$ cat src/rtl/fbg_pkg.sv
package fbg_pkg;
  typedef enum logic {
    MODE_PWM = 1'b0,
    MODE_PSM = 1'b1
  } fbg_mode_e;

  localparam int unsigned FBG_MIN_PERIOD = 4;
  localparam int unsigned FBG_GATES      = 4;
endpackage

$ cat src/rtl/fbg_shadow.sv
module fbg_shadow
  import fbg_pkg::*;
#(
  parameter int unsigned CNT_W   = 16,
  parameter int unsigned MIN_PER = FBG_MIN_PERIOD
) (
  input  logic             clk_i,
  input  logic             rst_ni,
  input  logic             load_i,
  input  logic             mode_i,
  input  logic [CNT_W-1:0] duty_i,
  input  logic [CNT_W-1:0] period_i,
  output fbg_mode_e        mode_o,
  output logic [CNT_W-1:0] per_o,
  output logic [CNT_W-1:0] half_o,
  output logic [CNT_W-1:0] duty_o
);
  localparam logic [CNT_W-1:0] PMIN = CNT_W'(MIN_PER);

  logic [CNT_W-1:0] per_c, half_c, duty_c;

  // period floor, then duty saturates one cycle below half
  always_comb begin
    per_c  = (period_i < PMIN) ? PMIN : period_i;
    half_c = per_c >> 1;
    duty_c = (duty_i >= half_c) ? (half_c - CNT_W'(1)) : duty_i;
  end

  always_ff @(posedge clk_i or negedge rst_ni) begin
    if (!rst_ni) begin
      mode_o <= MODE_PWM;
      per_o  <= PMIN;
      half_o <= PMIN >> 1;
      duty_o <= '0;
    end else if (load_i) begin
      mode_o <= fbg_mode_e'(mode_i);
      per_o  <= per_c;
      half_o <= half_c;
      duty_o <= duty_c;
    end
  end

  AST_DUTY_CLAMP: assert property (@(posedge clk_i) disable iff (!rst_ni)
    duty_o < half_o);
  AST_PER_MIN: assert property (@(posedge clk_i) disable iff (!rst_ni)
    per_o >= PMIN);
  AST_HOLD_MIDPERIOD: assert property (@(posedge clk_i) disable iff (!rst_ni)
    !load_i |=> ($stable(duty_o) && $stable(per_o) && $stable(mode_o)));
endmodule

$ cat src/rtl/fbg_counter.sv
module fbg_counter #(
  parameter int unsigned CNT_W = 16
) (
  input  logic             clk_i,
  input  logic             rst_ni,
  input  logic [CNT_W-1:0] per_i,
  output logic [CNT_W-1:0] cnt_o,
  output logic             last_o
);
  assign last_o = (cnt_o == per_i - CNT_W'(1));

  always_ff @(posedge clk_i or negedge rst_ni) begin
    if (!rst_ni)     cnt_o <= '0;
    else if (last_o) cnt_o <= '0;
    else             cnt_o <= cnt_o + CNT_W'(1);
  end

  AST_CNT_RANGE: assert property (@(posedge clk_i) disable iff (!rst_ni)
    cnt_o < per_i);
endmodule

$ cat src/rtl/fbg_wave.sv
module fbg_wave
  import fbg_pkg::*;
#(
  parameter int unsigned CNT_W = 16
) (
  input  logic                 clk_i,
  input  logic                 rst_ni,
  input  fbg_mode_e            mode_i,
  input  logic [CNT_W-1:0]     cnt_i,
  input  logic [CNT_W-1:0]     half_i,
  input  logic [CNT_W-1:0]     duty_i,
  output logic [FBG_GATES-1:0] gate_o
);
  logic diag_a, diag_b, leg_a, leg_b;

  always_comb begin
    diag_a = cnt_i < duty_i;
    diag_b = (cnt_i >= half_i) && ((cnt_i - half_i) < duty_i);
    leg_a  = cnt_i < half_i;
    leg_b  = (cnt_i >= duty_i) && ((cnt_i - duty_i) < half_i);
  end

  always_comb begin
    unique case (mode_i)
      MODE_PWM: gate_o = {diag_a, diag_b, diag_b, diag_a};
      MODE_PSM: gate_o = {~leg_b, leg_b, ~leg_a, leg_a};
      default:  gate_o = '0;
    endcase
  end

  AST_PWM_NO_SHOOT: assert property (@(posedge clk_i) disable iff (!rst_ni)
    (mode_i == MODE_PWM) |-> !(gate_o[0] && gate_o[1]));
  AST_PSM_LAG: assert property (@(posedge clk_i) disable iff (!rst_ni)
    (mode_i == MODE_PSM && cnt_i == duty_i) |-> gate_o[2]);
endmodule

$ cat src/rtl/fb_gate_gen.sv
module fb_gate_gen
  import fbg_pkg::*;
#(
  parameter int unsigned CNT_W   = 16,
  parameter int unsigned MIN_PER = FBG_MIN_PERIOD
) (
  input  logic                 clk_i,
  input  logic                 rst_ni,
  input  logic                 mode_i,
  input  logic [CNT_W-1:0]     duty_i,
  input  logic [CNT_W-1:0]     period_i,
  output logic [FBG_GATES-1:0] gate_p_o,
  output logic [FBG_GATES-1:0] gate_s_o
);
  fbg_mode_e            mode_q;
  logic [CNT_W-1:0]     per_q, half_q, duty_q, cnt;
  logic                 last;
  logic [FBG_GATES-1:0] gate_d;
  logic                 out_vld_q;

  fbg_counter #(.CNT_W(CNT_W)) i_counter (
    .clk_i  (clk_i),
    .rst_ni (rst_ni),
    .per_i  (per_q),
    .cnt_o  (cnt),
    .last_o (last)
  );

  fbg_shadow #(.CNT_W(CNT_W), .MIN_PER(MIN_PER)) i_shadow (
    .clk_i    (clk_i),
    .rst_ni   (rst_ni),
    .load_i   (last),
    .mode_i   (mode_i),
    .duty_i   (duty_i),
    .period_i (period_i),
    .mode_o   (mode_q),
    .per_o    (per_q),
    .half_o   (half_q),
    .duty_o   (duty_q)
  );

  fbg_wave #(.CNT_W(CNT_W)) i_wave (
    .clk_i  (clk_i),
    .rst_ni (rst_ni),
    .mode_i (mode_q),
    .cnt_i  (cnt),
    .half_i (half_q),
    .duty_i (duty_q),
    .gate_o (gate_d)
  );

  // all gates low in reset; secondary is the inverse afterwards
  always_ff @(posedge clk_i or negedge rst_ni) begin
    if (!rst_ni) begin
      gate_p_o  <= '0;
      gate_s_o  <= '0;
      out_vld_q <= 1'b0;
    end else begin
      gate_p_o  <= gate_d;
      gate_s_o  <= ~gate_d;
      out_vld_q <= 1'b1;
    end
  end

  AST_SEC_INV: assert property (@(posedge clk_i) disable iff (!rst_ni)
    out_vld_q |-> (gate_s_o == ~gate_p_o));
endmodule

$ cat config.mk
export PLATFORM = sky130hd
export DESIGN_NAME = fb_gate_gen
export DESIGN_NICKNAME = d
export VERILOG_FILES = /design/src/rtl/fbg_pkg.sv /design/src/rtl/fbg_shadow.sv /design/src/rtl/fbg_counter.sv /design/src/rtl/fbg_wave.sv /design/src/rtl/fb_gate_gen.sv
export SDC_FILE = /design/constraint.sdc
export NUM_CORES = 1
export LEC_CHECK = 0
export ABC_AREA = 1
export BUFFER_PORTS_ARGS = -buffer_cell sky130_fd_sc_hd__buf_4
export CAP_MARGIN = 20
export CORE_MARGIN = 3
export CORE_UTILIZATION = 36
export DETAILED_ROUTE_END_ITERATION = 10
export PLACE_DENSITY = 0.55
export SETUP_SLACK_MARGIN = 0.15
export SYNTH_ARGS = -nofsm -noshare
export SYNTH_HDL_FRONTEND = slang
export SYNTH_HIERARCHICAL = 1
export SYNTH_SLANG_ARGS = --single-unit
$ cat constraint.sdc
create_clock -name clk_i -period 2.41 [get_ports clk_i]
set_input_delay 0.3615 -clock clk_i [delete_from_list [all_inputs] [get_ports clk_i]]
set_output_delay 0.3615 -clock clk_i [all_outputs]
set_load 0.03 [all_outputs]
==> parameters.txt, run 1 <==
Parameter                              Value

Clocking
  H-Tree Level Count    3
  Clock-pin slew reported for the worst setup and hold paths after clock tree synthesis    0.05 ns
  Deepest clock path buffer count    2
  Clock Root Buffer    clkbuf_16
  Clock sinks    57
  TritonCTS clock tree    yes
  Skew-Pair Late Insertion Delay    0.34 ns
  TritonCTS buffer count    9
  Hold buffer count at cts    0

Routing
  Routed Wire Length    22900 um
  First-pass iteration count of the detailed router    5
  DRC violations left    0
  Via count of the routed design    7326
  Post-detailed-route via-to-cell ratio    4.87
  Number of violations reported at the end of detailed-routing iteration 0    368
  Final antenna-violating net count    0
  Routed wire per std cell    15.2 um

Status
  Violations in the final reports    setup timing
  Outcome    finished with violations

Power
  VDD IR-drop max    0.295 mV
  Fraction of power consumed by sequential logic    37.8%
  Clock share of power    51.8%
  Internal power of the cells    0.00188 W
  Combinational group share of total power    10.4%
  Leakage power    5.32 nW
  Net switching component of the power    0.000655 W
  Switching share of total power    25.9%
  PwrDens    250 nW/um^2

STA
  Post-route fraction of the period consumed by the critical path    111%
  Post-route setup slack    -0.266 ns
  Setup repair after global routing missed its margin    true
  Final Hold Fails    0
  Final critical-path required period    2.68 ns
  Final clock skew    0.00729 ns
  Final Max Slew Viols    0
  Final setup violating endpoints    39
  Post-Route Hold Slack    0.0945 ns
  Transition time of the tightest slew-check pin    0.782 ns
  Top achievable clock speed    374 MHz
  Summed negative setup slack over all endpoints    -5.84 ns
  Relative max-transition margin    47.9%

Finish
  Net count of the finished layout    1387
  Final std cells w/o fill    1504
  Inserted Diodes    0
  P&R area growth vs syn    49.1%
  Design Area, Final    10100 um^2
  Fraction of final layout cells sized beyond drive strength 1    37.1%

Logic synthesis
  Sequential share of the synthesized area    21.0%
  Biggest area consumer among synthesized cells    dfrtp_1
  Per-instance average area after synthesis    6.53 um^2
  Syn Inst Count    1040
  Number of enable-type register cells in the synthesized netlist    0
  Ys Warns    6
  Leading cell type by number of instances after synthesis    nand2_1
  Most frequently used flop master after synthesis    dfrtp_1
  Proportion of synthesized flip-flops having asynchronous set or reset    100%
  Top cells by instance count after synthesis    nand2_1 (287), inv_1 (157), nor2_1 (115), ha_1 (80), nand3_1 (65)
  Portion of synthesized cell area occupied by the leading cell type    20.6%
  Flip-flop and latch count after synthesis    57
  Ranking of synthesized cells by area    dfrtp_1 (21%), nand2_1 (16%), ha_1 (15%)
  Synthesized netlist net count    1157
  Yosys cell types    46
  Cell area after synthesis    6790 um^2

Floorplan
  Std cell rows    49
  Top-level port count    43
  Initial Utilization    37.2%
  Vertical die dimension    143 um
  Total die area    20500 um^2
  Area of the placeable core    18300 um^2
  Horizontal die dimension    143 um

Setup path
  Critical Path End Type    flip-flop
  Required arrival time at the worst endpoint    2.63 ns
  Worst Path Class, Setup    reg2reg
  Arrival time at the worst endpoint    2.90 ns
  Maximum fanout along the worst path    3
  Crit path launch type    flip-flop

Placed design
  Instance count after placement with tap cells included    1445
  Port buffer count    42
  Instance area at placement    8410 um^2
  Post-detail-place hpwl    17500 um
  Placement-stage worst setup slack    -0.305 ns
  Routability cong.    0.915

Global route
  Global-route wire length before repair    34900 um
  Total congestion overflow    0
  Vias in the first global route    7088
  Tot GR Track Use    21.8%
  Number of antenna violations at the first check in global routing    0
  Largest net degree at the start of global routing    58

Min path
  Path class of the lowest-slack min-delay path    in2async

Flow run
  Maximum Capacitance Violations    0
-- kinds of logic (layout without fill, tap and decap cells) --
| kind of cell | Yosys count | in the layout | synth area share (%) |
|---|---|---|---|
| AOI/OAI and AO/OA | 100 | 100 | 8.46 |
| xor gates and xnor gates | 50 | 50 | 6.45 |
| adders and majority gates | 82 | 82 | 15.3 |
| buffers and inverters | 196 | 431 | 12.7 |
| DFF | 57 | 57 | 21.0 |
| other | 1 | 1 | 0.0552 |
| and+or+nand+nor | 554 | 554 | 36.0 |
-- per-layer routing --
metal / wire length (um) / global-route usage (%)
met4: 800 / 8.03
met2: 10900 / 36.8
met5: 0 / 0
met1: 10500 / 28.8
met3: 741 / 2.70
-- flip-flops by register name, summed over array words and instances (netlist names) --
name and count:
gate_p_o 4, gate_s_o 4, i_counter/cnt_o 16, i_shadow/duty_o 16
i_shadow/mode_o 1, i_shadow/per_o 16
-- per-stage QoR --
stage          utilization, %  power, W
2_1_floorplan               -   0.00110
3_3_place_gp             46.1   0.00123
3_5_place_dp             46.1   0.00123
4_1_cts                  52.0   0.00256
5_1_grt                  55.4   0.00263
6_report                 55.4   0.00253
-- power groups by stage --
| stage | Sequential, W | Clock, W | Combinational [W] |
|---|---|---|---|
| 2_1_floorplan | 0.000975 | 0 | 0.000124 |
| 3_3_place_gp | 0.000975 | 0 | 0.000253 |
| 3_5_place_dp | 0.000975 | 0 | 0.000255 |
| 4_1_cts | 0.000957 | 0.00134 | 0.000262 |
| 5_1_grt | 0.000957 | 0.00138 | 0.000297 |
| 6_report | 0.000957 | 0.00131 | 0.000263 |
-- layout by cell type (no fill, tap or decap), drive strengths merged --
master      n
conb        1
dfstp       1
and2        2
o21ai      33
nand3b      6
xor2       36
and3        1
nor2      138
dfrtp      56
nor3        8
clkbuf     10
clkinvlp    4
a21oi      43
or2         2
o21a        1
o21bai     11
nand4      26
clkinv      2
inv       168
xnor2      14
bufinv      1
nand3      71
a21o        9
buf       246
nor4        1
nand2     299
fa          2
o22ai       1
a211oi      1
a21boi      1
ha         80
-- path summary, 6_finish.rpt --
check | slack, ns | cells past startpoint | to | start
worst max-delay path | -0.27 | 21 | gate_s_o[3] | i_counter/cnt_o[0]
min in group clk_i | 0.22 | 3 | i_shadow/mode_o | mode_i
worst min register to register | 0.49 | 2 | i_shadow/per_o[0] | i_shadow/per_o[0]
worst max register to register | -0.27 | 21 | gate_s_o[3] | i_counter/cnt_o[0]
worst min-delay path | 0.09 | 1 | gate_s_o[2] | rst_ni
max in group asynchronous | 1.74 | 1 | i_shadow/per_o[1] | rst_ni
-- critical path, cell delays in order, from the launching register on --
cell	delay, ns
dfrtp_1	0.36
inv_2	0.07
ha_4	0.17
fa_2	0.40
inv_2	0.06
nand3_2	0.06
nand2_2	0.10
nand2_2	0.08
nand2_4	0.09
nand3_2	0.06
nand2_2	0.07
xor2_1	0.06
ha_1	0.26
nand2_1	0.06
inv_2	0.07
nand3_2	0.09
nor2_2	0.13
nand2_2	0.07
nand2_1	0.08
nor2_2	0.04
nor2_2	0.12
inv_1	0.05
-- cell type report --
type	instances	area [um^2]
Clock buffer	9	225
Timing Repair Buffer	247	2150
Fill cell	1725	8140
Inverter	167	644
Sequential cell	57	1440
Tap cell	229	287
Clock inverter	7	78.8
Timing Repair inverter	1	7.51
Multi-Input combinational cell	787	5290
-- what timing repair did --
action                                  4_1_cts  5_1_grt
gates cloned                                  5        2
gates resized for setup                     131      115
pin swaps                                    54       48
buffers inserted                             26       10
endpoints found under the setup margin       54       56
Power figures use the tool's default switching activity.
==> run 2: changes to the inputs <==
PLACE_DENSITY = default   (was 0.55)
PLACE_DENSITY_LB_ADDON = 0.12   (was default)
==> run 2 against run 1 <==
- the flow still finishes with violations (setup timing)
- critical endpoint is now gate_p_o[3]
- cell count fell by 1.5%
- die area did not move
- critical path type unchanged
- sequential cell count did not move
- power fell by 0.61%
==> parameters.txt, run 2 (synthesis gave the netlist of run 1 again) <==
Parameter                              Value

Global route
  Global-route wire length before repair    34200 um (-2.1%)
  Vias in the first global route    7052 (-0.51%)
  Largest net degree at the start of global routing    58 (unchanged)
  Total congestion overflow    0 (unchanged)
  Number of antenna violations at the first check in global routing    0 (unchanged)
  Tot GR Track Use    21.2% (-0.63 points)

Setup path
  Required arrival time at the worst endpoint    2.62 ns (about the same)
  Maximum fanout along the worst path    3 (unchanged)
  Worst Path Class, Setup    reg2reg
  FF-to-FF setup slack    -0.24 ns (+0.02 ns)
  Critical R2R Launch    i_shadow/duty_o[0]
  Critical Path End Type    flip-flop
  CP Cell Sequence    ha_4 > fa_2 > inv_2 > nand3_2 > nand2_2 > nand2_1 > nand2_2 > a21oi_2 > xnor2_1 > ha_1 > nand3_2 > a21oi_2 > nor2_2 > nand2_1 > nor2_1 > nor2_1
  Cell with the largest stage delay on the worst path    dfrtp_1
  Crit path launch type    flip-flop
  Terminus of the critical flop-to-flop path    gate_p_o[3]
  Setup crit end    gate_p_o[3]
  Critical Path Max Stage Delay    0.42 ns (+0.02 ns)
  Worst setup path startpoint    i_shadow/duty_o[0]
  Path depth of the worst reg2reg path    16 (-24%)
  Arrival time at the worst endpoint    2.87 ns (-0.03 ns)

Clocking
  Deepest clock path buffer count    2 (unchanged)
  Clock sinks    57 (unchanged)
  Skew-Pair Late Insertion Delay    0.33 ns (about the same)
  TritonCTS buffer count    9 (unchanged)
  Clock-pin slew reported for the worst setup and hold paths after clock tree synthesis    0.06 ns (about the same)
  Hold buffer count at cts    0 (unchanged)
  TritonCTS clock tree    yes
  Clock Root Buffer    clkbuf_16
  H-Tree Level Count    3 (unchanged)

Routing
  First-pass iteration count of the detailed router    5 (unchanged)
  Final antenna-violating net count    0 (unchanged)
  Via count of the routed design    7044 (-3.8%)
  Routed Wire Length    21400 um (-6.5%)
  Number of violations reported at the end of detailed-routing iteration 0    363 (-1.4%)
  Post-detailed-route via-to-cell ratio    4.76 (-2.4%)
  Routed wire per std cell    14.4 um (-5.1%)
  DRC violations left    0 (unchanged)

Floorplan
  Total die area    20500 um^2 (unchanged)
  Area of the placeable core    18300 um^2 (unchanged)
  Top-level port count    43 (unchanged)
  Std cell rows    49 (unchanged)
  Vertical die dimension    143 um (unchanged)
  Horizontal die dimension    143 um (unchanged)
  Initial Utilization    37.2% (unchanged)

Power
  PwrDens    268 nW/um^2 (+7.2%)
  VDD IR-drop max    0.251 mV (-15%)
  Leakage power    5.13 nW (-3.5%)

STA
  Transition time of the tightest slew-check pin    0.766 ns (-0.0159 ns)
  Final setup violating endpoints    6 (-85%)
  Top achievable clock speed    377 MHz (+0.86%)
  Post-route fraction of the period consumed by the critical path    110% (-0.94 points)
  Post-route setup slack    -0.243 ns (+0.0228 ns)
  Final Hold Fails    0 (unchanged)
  Setup repair after global routing missed its margin    true
  Relative max-transition margin    48.9% (+1.1 points)
  Final critical-path required period    2.65 ns (-0.0228 ns)
  Summed negative setup slack over all endpoints    -1.30 ns (+4.54 ns)
  Final Max Slew Viols    0 (unchanged)
  Final clock skew    0.00971 ns (+0.00242 ns)

Flow run
  Maximum Capacitance Violations    0 (unchanged)

Finish
  Net count of the finished layout    1364 (-1.7%)
  Design Area, Final    9380 um^2 (-7.3%)
  Leading cell type in the layout, fill and taps excluded    nand2_1
  Number of filler instances in the final layout    1874 (+8.6%)
  Final std cells w/o fill    1481 (-1.5%)
  Inserted Diodes    0 (unchanged)
  Fraction of final layout cells sized beyond drive strength 1    32.2% (-4.9 points)
  Commonest non-fill, non-tap cells in the layout    nand2_1 (269), buf_4 (216), inv_1 (141)
  Biggest registers after layout    i_counter/cnt_o: 16 flops, i_shadow/duty_o: 16 flops, i_shadow/per_o: 16 flops
  P&R area growth vs syn    38.2%

Placed design
  Instance count after placement with tap cells included    1450 (+0.35%)
  Instance area at placement    8460 um^2 (+0.59%)
  Post-detail-place hpwl    17700 um (+1.0%)
  Port buffer count    42 (unchanged)
  Placement-stage worst setup slack    -0.405 ns (-0.0999 ns)
  Routability cong.    0.935 (+2.2%)

Min path
  Path class of the lowest-slack min-delay path    in2async

Status
  Outcome    finished with violations
  Violations in the final reports    setup timing
[run 2: cell count changes in the layout (fill, tap and decap cells not counted), sizes merged]
cell      before  now
buf          246  224
clkinv         2    3
clkinvlp       4    3
inv          168  167
[run 2: repair_timing]
item,4_1_cts,5_1_grt
buffers inserted,10,4
resized for setup,77,58
pin swaps,29,25
setup endpoints to repair,52,55
cloned,0,1
[run 2: worst min path at each step]
stage / startpoint / endpoint / slack (ns) / cells after the start
global placement: i_shadow/per_o[0] / i_shadow/per_o[0] / 0.46 / 2
global route: rst_ni / i_counter/cnt_o[0] / 0.16 / 1
floorplan: rst_ni / gate_p_o[0] / 0.07 / 0
CTS: rst_ni / i_counter/cnt_o[0] / 0.13 / 1
detailed placement: i_shadow/per_o[0] / i_shadow/per_o[0] / 0.47 / 2
finish: rst_ni / i_counter/cnt_o[0] / 0.10 / 1
[run 2: cell type report]
cell class | instances | area (um^2) | share of cell area [%]
Inverter | 167 | 632 | 6.73
Clock buffer | 9 | 225 | 2.40
Sequential cell | 57 | 1430 | 15.2
Multi-Input combinational cell | 787 | 4960 | 52.9
Timing Repair Buffer | 225 | 1770 | 18.9
Tap cell | 229 | 287 | 3.05
Clock inverter | 7 | 78.8 | 0.840
[run 2: power by group]
part           internal [W]  switching (W)  total (W)
logic              0.000119       0.000147   0.000265
registers          0.000958              0   0.000958
clock network      0.000806       0.000489    0.00129
[run 2: per-layer routing]
layer | track usage [%] | vias up | wire, um
met5 | 0 | - | 0
met4 | 6.00 | 0 | 484
met3 | 3.53 | 29 | 951
met2 | 36.0 | 137 | 10100
met1 | 27.9 | 3193 | 9840
li1 | - | 3685 | -
[run 2: worst max-delay path: cells and delay by family (launching register included)]
| kind | cells | cell delay, ns |
|---|---|---|
| adders and majority gates | 3 | 0.85 |
| AOI/OAI and AO/OA | 2 | 0.11 |
| xor gates and xnor gates | 1 | 0.26 |
| DFF | 1 | 0.42 |
| and+or+nand+nor | 9 | 0.83 |
| buffers and inverters | 1 | 0.07 |
[run 2: metrics by stage]
step	power [W]	hold slack [ns]	util, %
2_1_floorplan	0.00110	0.0659	-
4_1_cts	0.00254	0.132	49.8
3_3_place_gp	0.00124	0.463	46.3
6_report	0.00252	0.101	51.4
3_5_place_dp	0.00124	0.469	46.3
5_1_grt	0.00261	0.163	51.4
==> run 3: changes to the inputs <==
ABC_AREA = 0   (was 1)
ABC_CLOCK_PERIOD_IN_PS = 2410   (was default)
==> run 3 against run 2 <==
- the flow still finishes with violations (setup timing)
- clock power increased by 8%
- die area decreased by 11%
- clock skew is 0.0019 ns lower
- non-clock buffer count is 53 higher
- maximum frequency down 19%
- power is 73% higher
==> parameters.txt, run 3 <==
Parameter                              Value

Global route
  Global-route wire length before repair    31300 um (-8.6%)
  Tot GR Track Use    21.8% (+0.65 points)
  Number of antenna violations at the first check in global routing    0 (unchanged)
  Largest net degree at the start of global routing    58 (unchanged)
  Vias in the first global route    6385 (-9.5%)
  Met2 routing resource usage after global routing    40.1% (+4.1 points)
  Total congestion overflow    0 (unchanged)
  Routing usage on met1    26.1% (-1.9 points)
  Global route hottest layer    met2
  Met3 track utilization from global routing    3.27% (-0.26 points)

Clocking
  Skew-Pair Late Insertion Delay    0.34 ns (about the same)
  Clock Root Buffer    clkbuf_16
  Clock sinks    57 (unchanged)
  TritonCTS buffer count    9 (unchanged)
  TritonCTS clock tree    yes
  Clock-pin slew reported for the worst setup and hold paths after clock tree synthesis    0.06 ns (about the same)
  H-Tree Level Count    3 (unchanged)
  Deepest clock path buffer count    2 (unchanged)

Finish
  Final core utilization    59.8% (+8.4 points)
  P&R area growth vs syn    60.4%
  Fraction of final layout cells sized beyond drive strength 1    45.2% (+13 points)
  Design Area, Final    9630 um^2 (+2.7%)
  Leading cell type in the layout, fill and taps excluded    buf_4
  Biggest registers after layout    i_counter/cnt_o: 16 flops, i_shadow/duty_o: 16 flops, i_shadow/per_o: 16 flops
  Commonest non-fill, non-tap cells in the layout    buf_4 (235), inv_1 (67), ha_1 (61)
  Net count of the finished layout    1086 (-20%)
  Number of filler instances in the final layout    1410 (-25%)
  Inserted Diodes    0 (unchanged)

Setup path
  Worst Path Class, Setup    reg2reg
  Critical Path End Type    flip-flop
  Crit path launch type    flip-flop
  Path depth of the worst reg2reg path    17 (+1)
  Maximum fanout along the worst path    2 (-1)
  FF-to-FF setup slack    -0.86 ns (-0.62 ns)
  Terminus of the critical flop-to-flop path    gate_s_o[3]
  Arrival time at the worst endpoint    3.51 ns (+0.64 ns)
  Required arrival time at the worst endpoint    2.65 ns (+0.03 ns)
  Critical R2R Launch    i_counter/cnt_o[0]

Routing
  Post-detailed-route via-to-cell ratio    5.17 (+8.6%)
  Routed wire per std cell    16.7 um (+15%)
  Final antenna-violating net count    0 (unchanged)
  Via count of the routed design    6147 (-13%)
  Number of violations reported at the end of detailed-routing iteration 0    295 (-19%)
  First-pass iteration count of the detailed router    5 (unchanged)
  DRC violations left    0 (unchanged)
  Routed Wire Length    19800 um (-7.3%)

Placed design
  Instance area at placement    8180 um^2 (-3.4%)
  Placement-stage worst setup slack    -0.946 ns (-0.541 ns)
  Post-detail-place hpwl    15100 um (-15%)
  Port buffer count    42 (unchanged)
  Routability cong.    0.971 (+3.9%)

STA
  Transition time of the tightest slew-check pin    0.788 ns (+0.0225 ns)
  Final critical-path required period    3.27 ns (+0.620 ns)
  Top achievable clock speed    306 MHz (-19%)
  Final Hold Fails    0 (unchanged)
  Post-Route Hold Slack    0.106 ns (+0.00538 ns)
  Final setup violating endpoints    55 (+49)
  Summed negative setup slack over all endpoints    -19.82 ns (-18.52 ns)
  Setup repair after global routing missed its margin    true
  Post-route fraction of the period consumed by the critical path    136% (+26 points)
  Final Max Slew Viols    0 (unchanged)
  Post-route setup slack    -0.863 ns (-0.620 ns)
  Relative max-transition margin    47.4% (-1.5 points)
  Final clock skew    0.00778 ns (-0.00193 ns)

Logic synthesis
  Simple-gate portion of the synthesized area    20.7% (-15 points)
  Leading cell type by number of instances after synthesis    ha_1
  Fraction of synthesized area in multiplexers    3.50% (+3.5 points)
  Proportion of synthesized flip-flops having asynchronous set or reset    100% (unchanged)
  Synthesized-area fraction occupied by ao, oa, aoi and oai cells    16.7% (+8.2 points)
  Fraction of the mapped netlist area in adder cells    17.3% (+2.0 points)
  Combinational family with the most area after synthesis    simple AND/OR/NAND/NOR gates
  Biggest area consumer among synthesized cells    dfrtp_1
  Sequential share of the synthesized area    23.8% (+2.8 points)
  Top cells by instance count after synthesis    ha_1 (80), inv_1 (77), nor2_1 (57), dfrtp_1 (56), xnor2_1 (52)
  Cell area after synthesis    6000 um^2 (-12%)
  Ys Warns    6 (unchanged)
  Most frequently used flop master after synthesis    dfrtp_1
  Per-instance average area after synthesis    8.45 um^2 (+29%)
  Synthesized netlist net count    828 (-28%)
  Ranking of synthesized cells by area    dfrtp_1 (23%), ha_1 (17%), xnor2_1 (7.6%)
  Syn Inst Count    711 (-32%)
  Yosys cell types    71 (+54%)
  Flip-flop and latch count after synthesis    57 (unchanged)
  Number of enable-type register cells in the synthesized netlist    0 (unchanged)
  Portion of synthesized cell area occupied by the leading cell type    23.3% (+2.7 points)
  Xor-xnor portion of the synthesized cell area    9.92% (+3.5 points)

Status
  Outcome    finished with violations
  Violations in the final reports    setup timing

Floorplan
  Top-level port count    43 (unchanged)
  Total die area    18300 um^2 (-11%)
  Std cell rows    46 (-6.1%)
  Initial Utilization    37.3% (+0.093 points)
  Area of the placeable core    16100 um^2 (-12%)
  Horizontal die dimension    135 um (-5.7%)
  Vertical die dimension    135 um (-5.7%)

Min path
  Path class of the lowest-slack min-delay path    in2async

Power
  VDD IR-drop max    0.372 mV (+48%)
  Leakage power    4.45 nW (-13%)
  PwrDens    452 nW/um^2 (+69%)

Flow run
  Maximum Capacitance Violations    0 (unchanged)
## run 3: worst max-delay path: stages (launching register included)
cell and delay (ns):
dfrtp_2 0.41, inv_4 0.08, ha_4 0.16, fa_2 0.21, nand2b_4 0.13, a211oi_2 0.08, or3_4 0.41, and3_4 0.19
o41ai_4 0.23, xnor2_1 0.13, ha_1 0.29, nand2_1 0.09, nor2_2 0.17, o211ai_1 0.11, o21ai_1 0.14, a21o_1 0.15
o21a_1 0.15, inv_1 0.04
## run 3: power by group
group | internal [W] | total [W] | switching [W]
clock network | 0.000903 | 0.00139 | 0.000486
logic | 0.000974 | 0.00190 | 0.000927
registers | 0.00102 | 0.00107 | 0.0000493
total | 0.00289 | 0.00436 | 0.00146
## run 3: worst max path at each step
| stage | slack [ns] | cells past startpoint | startpoint | end |
|---|---|---|---|---|
| after global placement | -0.88 | 15 | i_shadow/duty_o[6] | gate_p_o[3] |
| after CTS | -0.88 | 16 | i_shadow/duty_o[1] | gate_p_o[3] |
| after floorplan | -0.59 | 14 | period_i[12] | i_shadow/duty_o[5] |
| final | -0.86 | 17 | i_counter/cnt_o[0] | gate_s_o[3] |
| after global routing | -1.06 | 17 | i_shadow/duty_o[1] | gate_s_o[2] |
| after detailed placement | -0.95 | 15 | i_shadow/duty_o[6] | gate_p_o[3] |
## run 3: layout make-up
type	instances	area (um^2)	area share (%)
clock inverter	7	95.1	0.987
timing repair buffer	278	2440	25.4
tap	216	270	2.81
sequential	57	1430	14.9
inverter	78	298	3.09
clock buffer	9	225	2.34
multi-input combinational	545	4870	50.5
## run 3: timing repair
item                       CTS  global route
hold buffers                 0             0
buffers inserted            26            12
gates resized for setup     80            51
cloned                       6             0
pin swaps                   39            24
setup endpoints to repair   57            57
## run 3: cells by family after synthesis
family	count (synthesis)
simple gates	228
compound gates	147
buf+inv	109
fa+ha+maj	82
xor+xnor	68
flops	57
mux	19
other cells	1
## run 3: per-stage QoR
| stage | std cells | total power (W) |
|---|---|---|
| floorplan | 711 | 0.00207 |
| global placement | 1130 | 0.00274 |
| detailed placement | 1130 | 0.00279 |
| CTS | 1178 | 0.00429 |
| global route | 1190 | 0.00463 |
| finish | 1190 | 0.00436 |
## run 3: routing by layer
layer  up-vias  share of wire, %
li1       3045                 -
met1      2938                42
met2       129                51
met3        35               3.7
met4         0               2.8
met5         -                 0
